$ cat config.mk
export PLATFORM = sky130hd
export DESIGN_NAME = mm_timer32
export DESIGN_NICKNAME = d
export VERILOG_FILES = /design/src/rtl/mt_pkg.sv /design/src/rtl/mt_edge_sync.sv /design/src/rtl/mt_core.sv /design/src/rtl/mt_pwm.sv /design/src/rtl/mm_timer32.sv
export SDC_FILE = /design/constraint.sdc
export NUM_CORES = 1
export LEC_CHECK = 0
export BUFFER_PORTS_ARGS = -buffer_cell sky130_fd_sc_hd__clkbuf_2
export CORE_AREA = 2 2 125 188
export DETAILED_ROUTE_END_ITERATION = 10
export DIE_AREA = 0 0 127 190
export GPL_TIMING_DRIVEN = 1
export PLACE_DENSITY = 0.59
export SKIP_CTS_REPAIR_TIMING = 1
export SLEW_MARGIN = 20
export SYNTH_ARGS = -nofsm -noshare
export SYNTH_HDL_FRONTEND = slang
export SYNTH_SLANG_ARGS = --single-unit
$ cat constraint.sdc
create_clock -name clk -period 4.8 [get_ports clk]
set_input_delay 0.48 -clock clk [delete_from_list [all_inputs] [get_ports clk]]
set_output_delay 0.48 -clock clk [all_outputs]
set_load 0.1 [all_outputs]
$ cat src/rtl/mt_pkg.sv
package mt_pkg;
    typedef enum logic [2:0] {
        M_SINGLE = 3'd0,
        M_AUTO   = 3'd1,
        M_FREE   = 3'd2,
        M_EVENT  = 3'd3,
        M_WDOG   = 3'd4
    } mode_e;

    typedef enum logic [1:0] {
        S_INT  = 2'd0,
        S_EXT  = 2'd1,
        S_CASC = 2'd2,
        S_NONE = 2'd3
    } src_e;

    localparam logic [1:0] A_CTRL = 2'd0;
    localparam logic [1:0] A_LOAD = 2'd1;
    localparam logic [1:0] A_CMP  = 2'd2;
    localparam logic [1:0] A_KICK = 2'd3;

    localparam int F_SRC_LO = 3;
    localparam int F_EN     = 5;
    localparam int F_WDSEL  = 6;
endpackage

$ cat src/rtl/mt_edge_sync.sv
module mt_edge_sync #(
    parameter int STAGES = 2
) (
    input  logic clk,
    input  logic rst_n,
    input  logic din,
    output logic rise
);
    logic [STAGES:0] sh_d, sh_q;

    always_comb begin
        sh_d = {sh_q[STAGES-1:0], din};
    end

    always_ff @(posedge clk or negedge rst_n) begin
        if (!rst_n) sh_q <= '0;
        else        sh_q <= sh_d;
    end

    assign rise = sh_q[STAGES-1] & ~sh_q[STAGES];
endmodule

$ cat src/rtl/mt_core.sv
module mt_core
    import mt_pkg::*;
#(
    parameter int WIDTH = 32
) (
    input  logic             clk,
    input  logic             rst_n,
    input  logic             wr_en,
    input  logic [1:0]       wr_addr,
    input  logic [WIDTH-1:0] wr_data,
    input  logic             src_tick,
    input  logic             evt_tick,
    output src_e             src_sel,
    output logic [WIDTH-1:0] cnt,
    output logic [WIDTH-1:0] cmp,
    output logic             running,
    output logic             irq,
    output logic             casc,
    output logic             wdrst
);
    localparam logic [WIDTH-1:0] ONE = WIDTH'(1);
    localparam logic [WIDTH-1:0] MAX = {WIDTH{1'b1}};

    typedef struct packed {
        mode_e            mode;
        src_e             src;
        logic             wdsel;
        logic [WIDTH-1:0] load;
        logic [WIDTH-1:0] cmp;
        logic [WIDTH-1:0] cnt;
        logic             run;
        logic             irq;
        logic             casc;
        logic             wdrst;
    } st_t;

    st_t d, q;
    logic tick, expire;

    always_comb begin
        tick   = (q.mode == M_EVENT) ? evt_tick : src_tick;
        expire = 1'b0;
        d      = q;
        d.irq  = 1'b0;
        d.casc = 1'b0;

        if (q.run && tick) begin
            unique case (q.mode)
                M_SINGLE, M_WDOG: begin
                    if (q.cnt <= ONE) begin
                        d.cnt  = '0;
                        d.run  = 1'b0;
                        expire = 1'b1;
                    end else begin
                        d.cnt = q.cnt - ONE;
                    end
                end
                M_AUTO: begin
                    if (q.cnt <= ONE) begin
                        d.cnt  = q.load;
                        expire = 1'b1;
                    end else begin
                        d.cnt = q.cnt - ONE;
                    end
                end
                M_FREE, M_EVENT: begin
                    d.cnt  = q.cnt + ONE;
                    expire = (q.cnt == MAX);
                end
                default: ;
            endcase
        end

        if (expire) begin
            d.casc = 1'b1;
            if (q.mode == M_WDOG && q.wdsel) d.wdrst = 1'b1;
            else                             d.irq   = 1'b1;
        end

        if (wr_en) begin
            unique case (wr_addr)
                A_CTRL: begin
                    d.mode  = mode_e'(wr_data[2:0]);
                    d.src   = src_e'(wr_data[F_SRC_LO+1:F_SRC_LO]);
                    d.wdsel = wr_data[F_WDSEL];
                    d.wdrst = 1'b0;
                    if (wr_data[F_EN]) begin
                        if (!q.run) begin
                            d.cnt = q.load;
                            d.run = 1'b1;
                        end
                    end else begin
                        d.run = 1'b0;
                    end
                end
                A_LOAD: d.load = wr_data;
                A_CMP:  d.cmp  = wr_data;
                A_KICK: begin
                    if (q.run && q.mode == M_WDOG) d.cnt = q.load;
                end
                default: ;
            endcase
        end
    end

    always_ff @(posedge clk or negedge rst_n) begin
        if (!rst_n) begin
            q <= '{mode: M_SINGLE, src: S_INT, default: '0};
        end else begin
            q <= d;
        end
    end

    assign src_sel = q.src;
    assign cnt     = q.cnt;
    assign cmp     = q.cmp;
    assign running = q.run;
    assign irq     = q.irq;
    assign casc    = q.casc;
    assign wdrst   = q.wdrst;

    AST_DOWN_STEP: assert property (@(posedge clk) disable iff (!rst_n)
        (q.run && q.mode == M_SINGLE && tick && q.cnt > ONE && !wr_en)
        |=> (q.cnt == $past(q.cnt) - ONE));
    AST_SINGLE_HALT: assert property (@(posedge clk) disable iff (!rst_n)
        (q.run && q.mode == M_SINGLE && tick && q.cnt <= ONE && !wr_en)
        |=> (!q.run && q.cnt == '0 && irq));
    AST_AUTO_RELOAD: assert property (@(posedge clk) disable iff (!rst_n)
        (q.run && q.mode == M_AUTO && tick && q.cnt <= ONE && !wr_en)
        |=> (q.cnt == $past(q.load) && irq));
    AST_FREE_WRAP: assert property (@(posedge clk) disable iff (!rst_n)
        (q.run && q.mode == M_FREE && tick && q.cnt == MAX && !wr_en)
        |=> (q.cnt == '0 && casc));
    AST_IDLE_FROZEN: assert property (@(posedge clk) disable iff (!rst_n)
        (!q.run && !(wr_en && wr_addr == A_CTRL))
        |=> $stable(q.cnt));
    AST_WDOG_STICKY: assert property (@(posedge clk) disable iff (!rst_n)
        (q.wdrst && !(wr_en && wr_addr == A_CTRL))
        |=> q.wdrst);
endmodule

$ cat src/rtl/mt_pwm.sv
module mt_pwm #(
    parameter int WIDTH = 32
) (
    input  logic             running,
    input  logic [WIDTH-1:0] cnt,
    input  logic [WIDTH-1:0] cmp,
    output logic             pwm
);
    assign pwm = running && (cnt < cmp);
endmodule

$ cat src/rtl/mm_timer32.sv
module mm_timer32
    import mt_pkg::*;
#(
    parameter int WIDTH       = 32,
    parameter int SYNC_STAGES = 2
) (
    input  logic             clk,
    input  logic             rst_n,
    input  logic             wr_en,
    input  logic [1:0]       wr_addr,
    input  logic [WIDTH-1:0] wr_data,
    input  logic             ext_clk,
    input  logic             casc_in,
    input  logic             evt_in,
    output logic [WIDTH-1:0] count,
    output logic             irq,
    output logic             pwm,
    output logic             wdog_rst,
    output logic             casc_out
);
    localparam int N_PINS = 3;

    logic [N_PINS-1:0] pin_raw, pin_rise;
    logic              src_tick, running;
    logic [WIDTH-1:0]  cmp;
    src_e              src_sel;

    assign pin_raw = {evt_in, casc_in, ext_clk};

    genvar g;
    generate
        for (g = 0; g < N_PINS; g++) begin : g_sync
            mt_edge_sync #(.STAGES(SYNC_STAGES)) i_sync (
                .clk  (clk),
                .rst_n(rst_n),
                .din  (pin_raw[g]),
                .rise (pin_rise[g])
            );
        end
    endgenerate

    always_comb begin
        unique case (src_sel)
            S_INT:   src_tick = 1'b1;
            S_EXT:   src_tick = pin_rise[0];
            S_CASC:  src_tick = pin_rise[1];
            default: src_tick = 1'b0;
        endcase
    end

    mt_core #(.WIDTH(WIDTH)) i_core (
        .clk     (clk),
        .rst_n   (rst_n),
        .wr_en   (wr_en),
        .wr_addr (wr_addr),
        .wr_data (wr_data),
        .src_tick(src_tick),
        .evt_tick(pin_rise[2]),
        .src_sel (src_sel),
        .cnt     (count),
        .cmp     (cmp),
        .running (running),
        .irq     (irq),
        .casc    (casc_out),
        .wdrst   (wdog_rst)
    );

    mt_pwm #(.WIDTH(WIDTH)) i_pwm (
        .running(running),
        .cnt    (count),
        .cmp    (cmp),
        .pwm    (pwm)
    );

    AST_PWM_STOPPED: assert property (@(posedge clk) disable iff (!rst_n)
        (wr_en && wr_addr == A_CTRL && !wr_data[F_EN]) |=> !pwm);
endmodule

=== After elaboration in Yosys (flattened, before gate mapping) ===
Index checks and enable logic that the tools add are counted.
W data, S select, Z words.

* Latch bits: 0
* Logic and storage cells: 69
* Memories: 0
* Output and inout port bits: 36
* Bits in writable memories: 0
* Bits in read-only memories: 0
* Bits of input ports: 40
* Register bits: 115

* Bitwise gates (word level): 6
* Eq/ne operators: 10
* $mul: 0
* $lt $le $gt $ge: 2
* Reductions and logical operators: 13
* Shift operators: 0
* Add/sub/neg operators: 2
* Muxes and demuxes: 23
* Divide/modulo/power cells: 0

{| class="wikitable"
|+ Operator list
! operator !! count
|-
| $mux W32 || 4
|-
| $mux W33 || 3
|-
| $pmux W32 S3 || 1
|-
| $pmux W32 S2 || 1
|-
| $add A32 B1 Y32 const B || 1
|-
| $eq A32 B32 Y1 const B || 1
|-
| $le A32 B1 Y1 const B || 1
|-
| $lt A32 B32 Y1 || 1
|-
| $sub A32 B1 Y32 const B || 1
|-
| $mux W1 || 11
|-
| $eq A2 B2 Y1 const B || 3
|-
| $eq A3 B2 Y1 const B || 2
|-
| $reduce_and A2 Y1 || 3
|-
| $eq A2 B1 Y1 const B || 2
|-
| $logic_and A1 B1 Y1 || 4
|-
| $logic_not A2 Y1 || 2
|-
| $reduce_or A2 Y1 || 2
|-
| $and A1 B1 Y1 || 3
|-
| $eq A3 B1 Y1 const B || 1
|-
| $eq A3 B3 Y1 const B || 1
|-
| $logic_not A3 Y1 || 1
|-
| $mux W3 || 1
|-
| $not A1 Y1 || 3
|-
| $pmux W1 S3 || 1
|-
| 2 further kinds || 2
|}

=== Longest topological paths before layout ===
Gate-level depths: netlist (run 1).

* Word-level depth: 10
* Mapped depth: 11
* Mapped depth without buffers: 9

=== Hierarchy ===
Synthesis (run 1) repeated with hierarchy kept, for this count alone.

* Cells, all modules: 811
* Area, all modules: 7754.9 µm²

{| class="wikitable"
|+ Modules (own cells, without submodules)
! module !! area an instance (µm²) !! cells an instance !! times used !! sequential area each (µm²)
|-
| mt_core || 6680.2 || 686 || 1 || 2652.5
|-
| mt_pwm || 784.5 || 110 || 1 || 0.0
|-
| mt_edge_sync || 88.8 || 4 || 3 || 75.1
|-
| mm_timer32 || 23.8 || 3 || 1 || 0.0
|}

=== Worst setup path after synthesis (run 1) ===
Ideal clock, no wire load.

* Path type: register to output
* Start: register i_core.q (netlist bit i_core.cnt[9])
* End: output port pwm
* Arrival time: 2.953 ns
* Data required time: 4.320 ns
* Buffers on the path: 0
* Stages on the path, launching flop included: 9
* Setup slack: 1.367 ns
* Path through: dfrtp_1 ha_1 a21o_1 a21o_1 a21oi_1 o21ai_0 a21oi_1 o211ai_1 a21oi_1

* Word-level cells in the longest chain between the ends: 2

{| class="wikitable"
|+ Ends and longest elaborated chain
! item !! line !! RTL
|-
| start, declared || mt_core.sv:37 || <nowiki>st_t d, q;</nowiki>
|-
| start signal, assigned || mt_core.sv:108 || <nowiki>q <= '{mode: M_SINGLE, src: S_INT, default: '0};</nowiki>
|-
| start signal, assigned || mt_core.sv:110 || <nowiki>q <= d;</nowiki>
|-
| $lt A32 B32 Y1 || mt_pwm.sv:9 || <nowiki>assign pwm = running && (cnt < cmp);</nowiki>
|-
| $logic_and A1 B1 Y1 || mt_pwm.sv:9 ||
|-
| end, declared || mm_timer32.sv:17 || <nowiki>output logic pwm,</nowiki>
|}

Every way passes these cells.

=== Final worst setup path (run 1) ===
* Start: register i_core.q (netlist bit i_core.cnt[13])
* End: output port pwm

Same word-level chain as after synthesis.

==> reports/metrics.cfg, run 1 <==
[run_status]
status = completed

[logic_synthesis]
yosysMostFrequentCell = dfrtp_1
ys_warn_count = 0
synth-seq-cells = 115
seq_area_frac_synth_pct = 39.13
synthTopCellsByCount = dfrtp_1, mux2_2, nand2_1, clkbuf_1
synthCells = 782
synth_area_leaders = dfrtp_1, mux2_2, ha_1
synthDistinctLibCells = 65
synth-edff-count = 0
avgSynthCellArea_um2 = 9.405
synth.top_cell.area_share_pct = 39.13
syn_nets = 860
synth_area_um2 = 7355
async_flop_share_pct = 100.0
yosys.area.top_type = dfrtp_1
ys.flop_type = dfrtp_1

[timing]
slew_headroom_pct = 46.49
finalHoldViolations = 0
slew_viol_final = 0
rsz0062_at_grt = false
clock_skew_ns = 0.009935
min_period_ns = 3.542
max_freq_mhz = 282.4
setup_violations = 0
finalCritPeriodShare_pct = 73.78
setup_tns_ns = 0
tightest_slew_ns = 0.7965
fin_hold_ws_ns = 0.05653

[worst_setup_path]
reg2reg_slack_ns = 1.55
crit_path_max_fanout = 11
criticalPathCategory = reg2out
r2r_cells = 7
crit_required_ns = 4.32
crit_path_end_kind = primary output
timing.rr.end = i_core.cnt[24]
timing.rr.start = i_core.cnt[20]
start_kind = flop
worstPathArrival_ns = 3.06

[final_layout]
final-seq-area_um2 = 2878
num-fill-cells = 2319
antennaDiodeCount = 0
nets = 875
area_growth_pct = 12.40
layout-drive-gt1-share_pct = 24.35
multi_input_area_um2 = 3879

[global_route]
grt_usage_pct = 17.96
grt_max_degree = 44
grt_pass1_wl_um = 33360
grt_pass1_vias = 5930
grt-ovfl-total = 0
antenna_found_initial = 0

[clock_tree]
clock_sinks = 115
cts_tree = yes
path_clk_slew_ns = 0.05
clk_latency_ns = 0.43
cts_max_level = 4
numCtsBuffers = 17
clockRootBuffer = clkbuf_16
cts_max_path_buffers = 2

[placement]
globalplace.congestion = 0.8438
hpwl_um = 14870
io_buffers = 75

[routing]
dr.pass1.iters = 5
antenna_left = 0
via_per_inst = 5.598
drtIter0Drc = 524
wl_um = 21120
drc = 0
vias = 6096
wl_per_cell_um = 19.39

[floorplanning]
core_um2 = 22630
ios = 76
initial_core_util_pct = 32.50
rows = 68
die_area_um2 = 24130
die_x_um = 127
die_h_um = 190

[flow_run]
cap_violations = 0

[power_and_ir_drop]
power_density_nw_per_um2 = 632.5
peakVddDrop_mv = 0.2714
p_leak_nw = 3.677

[hold_path]
hold_path.class = in2async

[cell families (layout without fill, tap and decap cells)]
logic type               after synthesis  count (layout)  share of synthesized area [%]
AND/OR/NAND/NOR                      219             219                          15.60
flip-flops                           115             115                          39.13
XOR/XNOR                              13              13                          1.548
adder cells (fa/ha/maj)               38              38                          6.465
multiplexers                          73              73                          11.13
AO/OA/AOI/OAI                        196             196                          17.73
buffers and inverters                128             155                          8.404
[worst max-delay path, stage by stage, from the launching register on]
cell and delay, ns:
dfrtp_1 0.58, ha_1 0.32, a21o_1 0.16, a21o_1 0.16, a21oi_1 0.12, o21ai_0 0.16, a21oi_1 0.19, o211ai_1 0.20
a21oi_1 0.25, clkbuf_2 0.49
[sequential cells by signal, indices dropped and copies added (netlist names)]
register	cells
i_core.q	36
i_core.cmp	32
i_core.cnt	32
g_sync.i_sync.sh_q	9
i_core.src_sel	2
i_core.casc	1
i_core.irq	1
i_core.running	1
i_core.wdrst	1
[worst max-delay path by stage]
stage / startpoint / to / slack [ns] / cells past startpoint
after floorplan: i_core.cnt[9] / pwm / 1.37 / 8
after global placement: i_core.cnt[20] / i_core.cnt[24] / 1.65 / 7
after detailed placement: i_core.cnt[20] / i_core.cnt[24] / 1.62 / 7
after CTS: i_core.cnt[13] / pwm / 1.28 / 9
after global routing: i_core.cnt[13] / pwm / 1.13 / 9
final: i_core.cnt[13] / pwm / 1.26 / 9
[cell usage in the layout (no fill, tap or decap), drive strengths merged, types with 5 or more instances in the layout]
| master | n |
|---|---|
| nor2 | 39 |
| and3 | 8 |
| nand2 | 55 |
| dfrtp | 115 |
| nor4 | 11 |
| a31oi | 14 |
| o211ai | 14 |
| and2 | 5 |
| o21ai | 49 |
| a211oi | 8 |
| inv | 39 |
| nand4 | 16 |
| xor2 | 6 |
| nor3 | 31 |
| o2111ai | 5 |
| clkbuf | 95 |
| a221oi | 6 |
| buf | 11 |
| mux2 | 70 |
| a21o | 12 |
| xnor2 | 7 |
| ha | 38 |
| o21a | 8 |
| nand3 | 25 |
| nand2b | 6 |
| or4 | 8 |
| a21oi | 37 |
[per-layer routing]
layer / track usage, % / routed length, µm
met2: 31.74 / 11090
met5: 0 / 0
met3: 4.021 / 1009
met4: 9.003 / 914
met1: 20.21 / 8104
[power by group]
part | total, mW | switching, mW | internal, mW
logic | 2.47 | 1.73 | 0.738
registers | 1.54 | 0.366 | 1.17
clock network | 1.22 | 0.457 | 0.768
[final cells by class]
type / count / share of cell area [%]
clock buffer: 21 / 5.449
inverter: 39 / 1.771
tap: 280 / 4.238
timing repair buffer: 85 / 5.479
clock inverter: 10 / 1.332
sequential: 115 / 34.81
multi-input combinational: 539 / 46.92
[stage by stage]
stage          util (%)  cells  power (mW)  worst slack, ns  area, µm²
4_1_cts           36.50   1089       5.235            1.276       8260
5_1_grt           36.53   1089       5.527            1.134       8267
3_3_place_gp      34.02   1058       3.973            1.646       7700
2_1_floorplan         -    782       3.534            1.367       7355
3_5_place_dp      34.02   1058       3.992            1.619       7700
6_report          36.53   1089       5.228            1.258       8267
Power figures use the tool's default switching activity.
==> run 2, diff against run 1 <==
--- a/config.mk
+++ b/config.mk
@@ -5,10 +5,11 @@
 export SDC_FILE = /design/constraint.sdc
 export NUM_CORES = 1
 export LEC_CHECK = 0
+export ABC_AREA = 1
 export BUFFER_PORTS_ARGS = -buffer_cell sky130_fd_sc_hd__clkbuf_2
-export CORE_AREA = 2 2 125 188
+export CORE_AREA = 2 2 133 200
 export DETAILED_ROUTE_END_ITERATION = 10
-export DIE_AREA = 0 0 127 190
+export DIE_AREA = 0 0 135 202
 export GPL_TIMING_DRIVEN = 1
 export PLACE_DENSITY = 0.59
 export SKIP_CTS_REPAIR_TIMING = 1
==> constraint.sdc (replaced) <==
create_clock -name clk -period 3.6 [get_ports clk]
set_input_delay 0.36 -clock clk [delete_from_list [all_inputs] [get_ports clk]]
set_output_delay 0.36 -clock clk [all_outputs]
set_load 0.1 [all_outputs]
==> run 2 against run 1 <==
  * Critical path depth stayed put
  * Clock skew hardly changed
  * Clock-buffer cell count stayed put
  * Worst hold slack worse by 0.050 ns
  * Clock power is 40% higher
  * Flip-flop and latch count stayed put
  * Wire length is 38% higher
  * Register-to-register slack worse by 0.42 ns
  * Critical endpoint unchanged
  * Largest power group unchanged
==> reports/metrics.cfg, run 2 <==
[logic_synthesis]
async_flop_share_pct = 100.0
synthDistinctLibCells = 44
yosys.area_share.adder_pct = 5.726
synth_area_um2 = 8303
synth-seq-cells = 115
seq_area_frac_synth_pct = 34.66
synthSimpleGateAreaFrac_pct = 32.84
yosysMostFrequentCell = nand2_1
synth_top_family_by_area = simple AND/OR/NAND/NOR gates
ys.flop_type = dfrtp_1
syn_nets = 1282
synth_compound_area_share_pct = 11.65
ys_warn_count = 0
avgSynthCellArea_um2 = 6.896
synth_mux_area_share_pct = 0
synthCells = 1204
synthXorXnorAreaFrac_pct = 2.110
synth_area_leaders = dfrtp_1, nand2_1, inv_1
synthTopCellsByCount = nand2_1, inv_1, dfrtp_1, o21ai_0, nor2_1
synth.top_cell.area_share_pct = 34.66
yosys.area.top_type = dfrtp_1
synth-edff-count = 0

[timing]
tightest_slew_ns = 0.8735
min_period_ns = 3.458
setup_violations = 0
slew_viol_final = 0
slew_headroom_pct = 41.23
finalCritPeriodShare_pct = 96.05
rsz0062_at_grt = false
clock_skew_ns = 0.009991
max_freq_mhz = 289.2
setup_tns_ns = 0
finalHoldViolations = 0

[routing]
via_per_inst = 5.100
drc = 0
drtIter0Drc = 519
wl_per_cell_um = 18.51
vias = 8038
antenna_left = 0
wl_um = 29180
dr.pass1.iters = 5

[final_layout]
nets = 1308
num-fill-cells = 2851
layout-drive-gt1-share_pct = 14.16
regMostFlops = i_core.q
largest_reg_flops = 36
area_growth_pct = 12.21
layout.cell_area.non_filler_um2 = 9316
final_common_cell = nand2_1
final_cell_mix = nand2_1, inv_1, dfrtp_1
final-seq-area_um2 = 2878
antennaDiodeCount = 0
multi_input_area_um2 = 4365

[floorplanning]
core_um2 = 25580
initial_core_util_pct = 32.45
die_x_um = 135
die_h_um = 202
ios = 76
rows = 72
die_area_um2 = 27270

[global_route]
grt_max_degree = 65
grt_pass1_wl_um = 45820
grt-ovfl-total = 0
antenna_found_initial = 0
grt_pass1_vias = 8143
grt_usage_pct = 22.23

[power_and_ir_drop]
seqPwrFrac_pct = 29.1
clockPowerShare_pct = 22.4
peakVddDrop_mv = 0.3904
swShare_pct = 54.02
p_sw_mw = 4.135
p_leak_nw = 4.626
power_mw = 7.654
p_comb_share_pct = 48.5
power_density_nw_per_um2 = 821.6
internal-power_mw = 3.520

[worst_setup_path]
cp_slowest_cell = dfrtp_1
crit_path_end_kind = primary output
crit_path_max_fanout = 11
criticalPathCategory = reg2out
crit_top_cell = nand2_1
crit_chain = ha_1 -> nand2_1 -> inv_1 -> nand3_1 -> nor3_1 -> o21ai_0 -> nand2_1 -> a21oi_1 -> clkbuf_2
critPathTopFamily = simple AND/OR/NAND/NOR gates
worstPathArrival_ns = 3.10
crit_required_ns = 3.24
start_kind = flop
slowest_delay_ns = 0.56
critical_path_buf_inv_count = 2

[clock_tree]
numCtsBuffers = 17
cts_max_path_buffers = 2
path_clk_slew_ns = 0.06
cts_tree = yes
clockRootBuffer = clkbuf_16
clk_latency_ns = 0.44
clock_sinks = 115
cts_max_level = 4

[placement]
hpwl_um = 22160
io_buffers = 75
globalplace.congestion = 1.004
placed_cell_area_um2 = 8718

[hold_path]
hold_path.class = in2async

[run_status]
status = completed

[flow_run]
cap_violations = 0

-- run 2: cell types whose count changed in the layout (fill, tap and decap cells not counted), moves of 14 or more --
cell / before / now
xor2_1: 6 / 20
a21oi_1: 36 / 59
nand2_1: 54 / 333
nand4_1: 16 / 31
o21ai_0: 34 / 98
nor2_1: 39 / 90
nor3_1: 31 / 17
nand3_1: 23 / 85
mux2_2: 70 / 0
inv_1: 39 / 141
-- run 2: worst reg2reg max path, delay by kind of cell, from the launching register on --
kind	cells	cell delay (ns)
and+or+nand+nor	7	1.08
DFF	1	0.42
buffers and inverters	2	0.23
AOI/OAI and AO/OA	3	0.65
-- run 2: power groups by stage --
| stage | clock network [mW] | registers [mW] | logic [mW] |
|---|---|---|---|
| CTS | 1.75 | 2.22 | 3.70 |
| global placement | 0 | 2.25 | 3.66 |
| finish | 1.71 | 2.23 | 3.71 |
| detailed placement | 0 | 2.25 | 3.68 |
| global route | 1.80 | 2.27 | 4.05 |
| floorplan | 0 | 1.82 | 3.38 |
-- run 2: per-stage QoR --
stage,utilization (%),hold WS (ns),instances,setup WS [ns]
3_3_place_gp,34.08,0.3342,1544,0.7139
2_1_floorplan,-,0.06441,1204,0.5391
5_1_grt,36.41,0.01189,1576,0.1498
4_1_cts,36.38,0.009160,1576,0.1780
6_report,36.41,0.006679,1576,0.1422
3_5_place_dp,34.08,0.3356,1544,0.6604
-- run 2: routing by layer --
layer / part of all wire, % / up-vias / wire (µm) / global-route usage, %
li1: - / 3899 / - / -
met1: 37 / 3790 / 10660 / 23.82
met2: 51 / 252 / 14960 / 39.10
met3: 4.9 / 97 / 1418 / 3.662
met4: 7.3 / 0 / 2139 / 15.85
met5: 0 / - / 0 / 0
-- run 2: cell families after synthesis --
logic type | count (synthesis)
AOI/OAI and AO/OA | 184
DFF | 115
and+or+nand+nor | 609
buffers and inverters | 238
adders and majority gates | 38
xor gates and xnor gates | 20
-- run 2: layout make-up --
| cell class | instances | share of cell area [%] |
|---|---|---|
| Clock buffer | 21 | 4.942 |
| Sequential cell | 115 | 30.89 |
| Inverter | 156 | 6.285 |
| Tap cell | 333 | 4.472 |
| Timing Repair Buffer | 89 | 5.184 |
| Clock inverter | 11 | 1.370 |
| Multi-Input combinational cell | 851 | 46.86 |
-- run 2: final timing paths --
kind                                               start  depth (start not counted)                  endpoint  slack, ns
max in group asynchronous                          rst_n                          2            i_core.cmp[21]       2.65
worst min-delay path                               rst_n                          1            i_core.cmp[10]      0.007
worst max register to register             i_core.q[105]                         12             i_core.cnt[5]       1.13
min in group clk                                 casc_in                          1  g_sync[1].i_sync.sh_q[0]       0.02
worst min register to register  g_sync[0].i_sync.sh_q[0]                          0  g_sync[0].i_sync.sh_q[1]       0.35
worst max-delay path                      i_core.cnt[15]                          9                       pwm       0.14
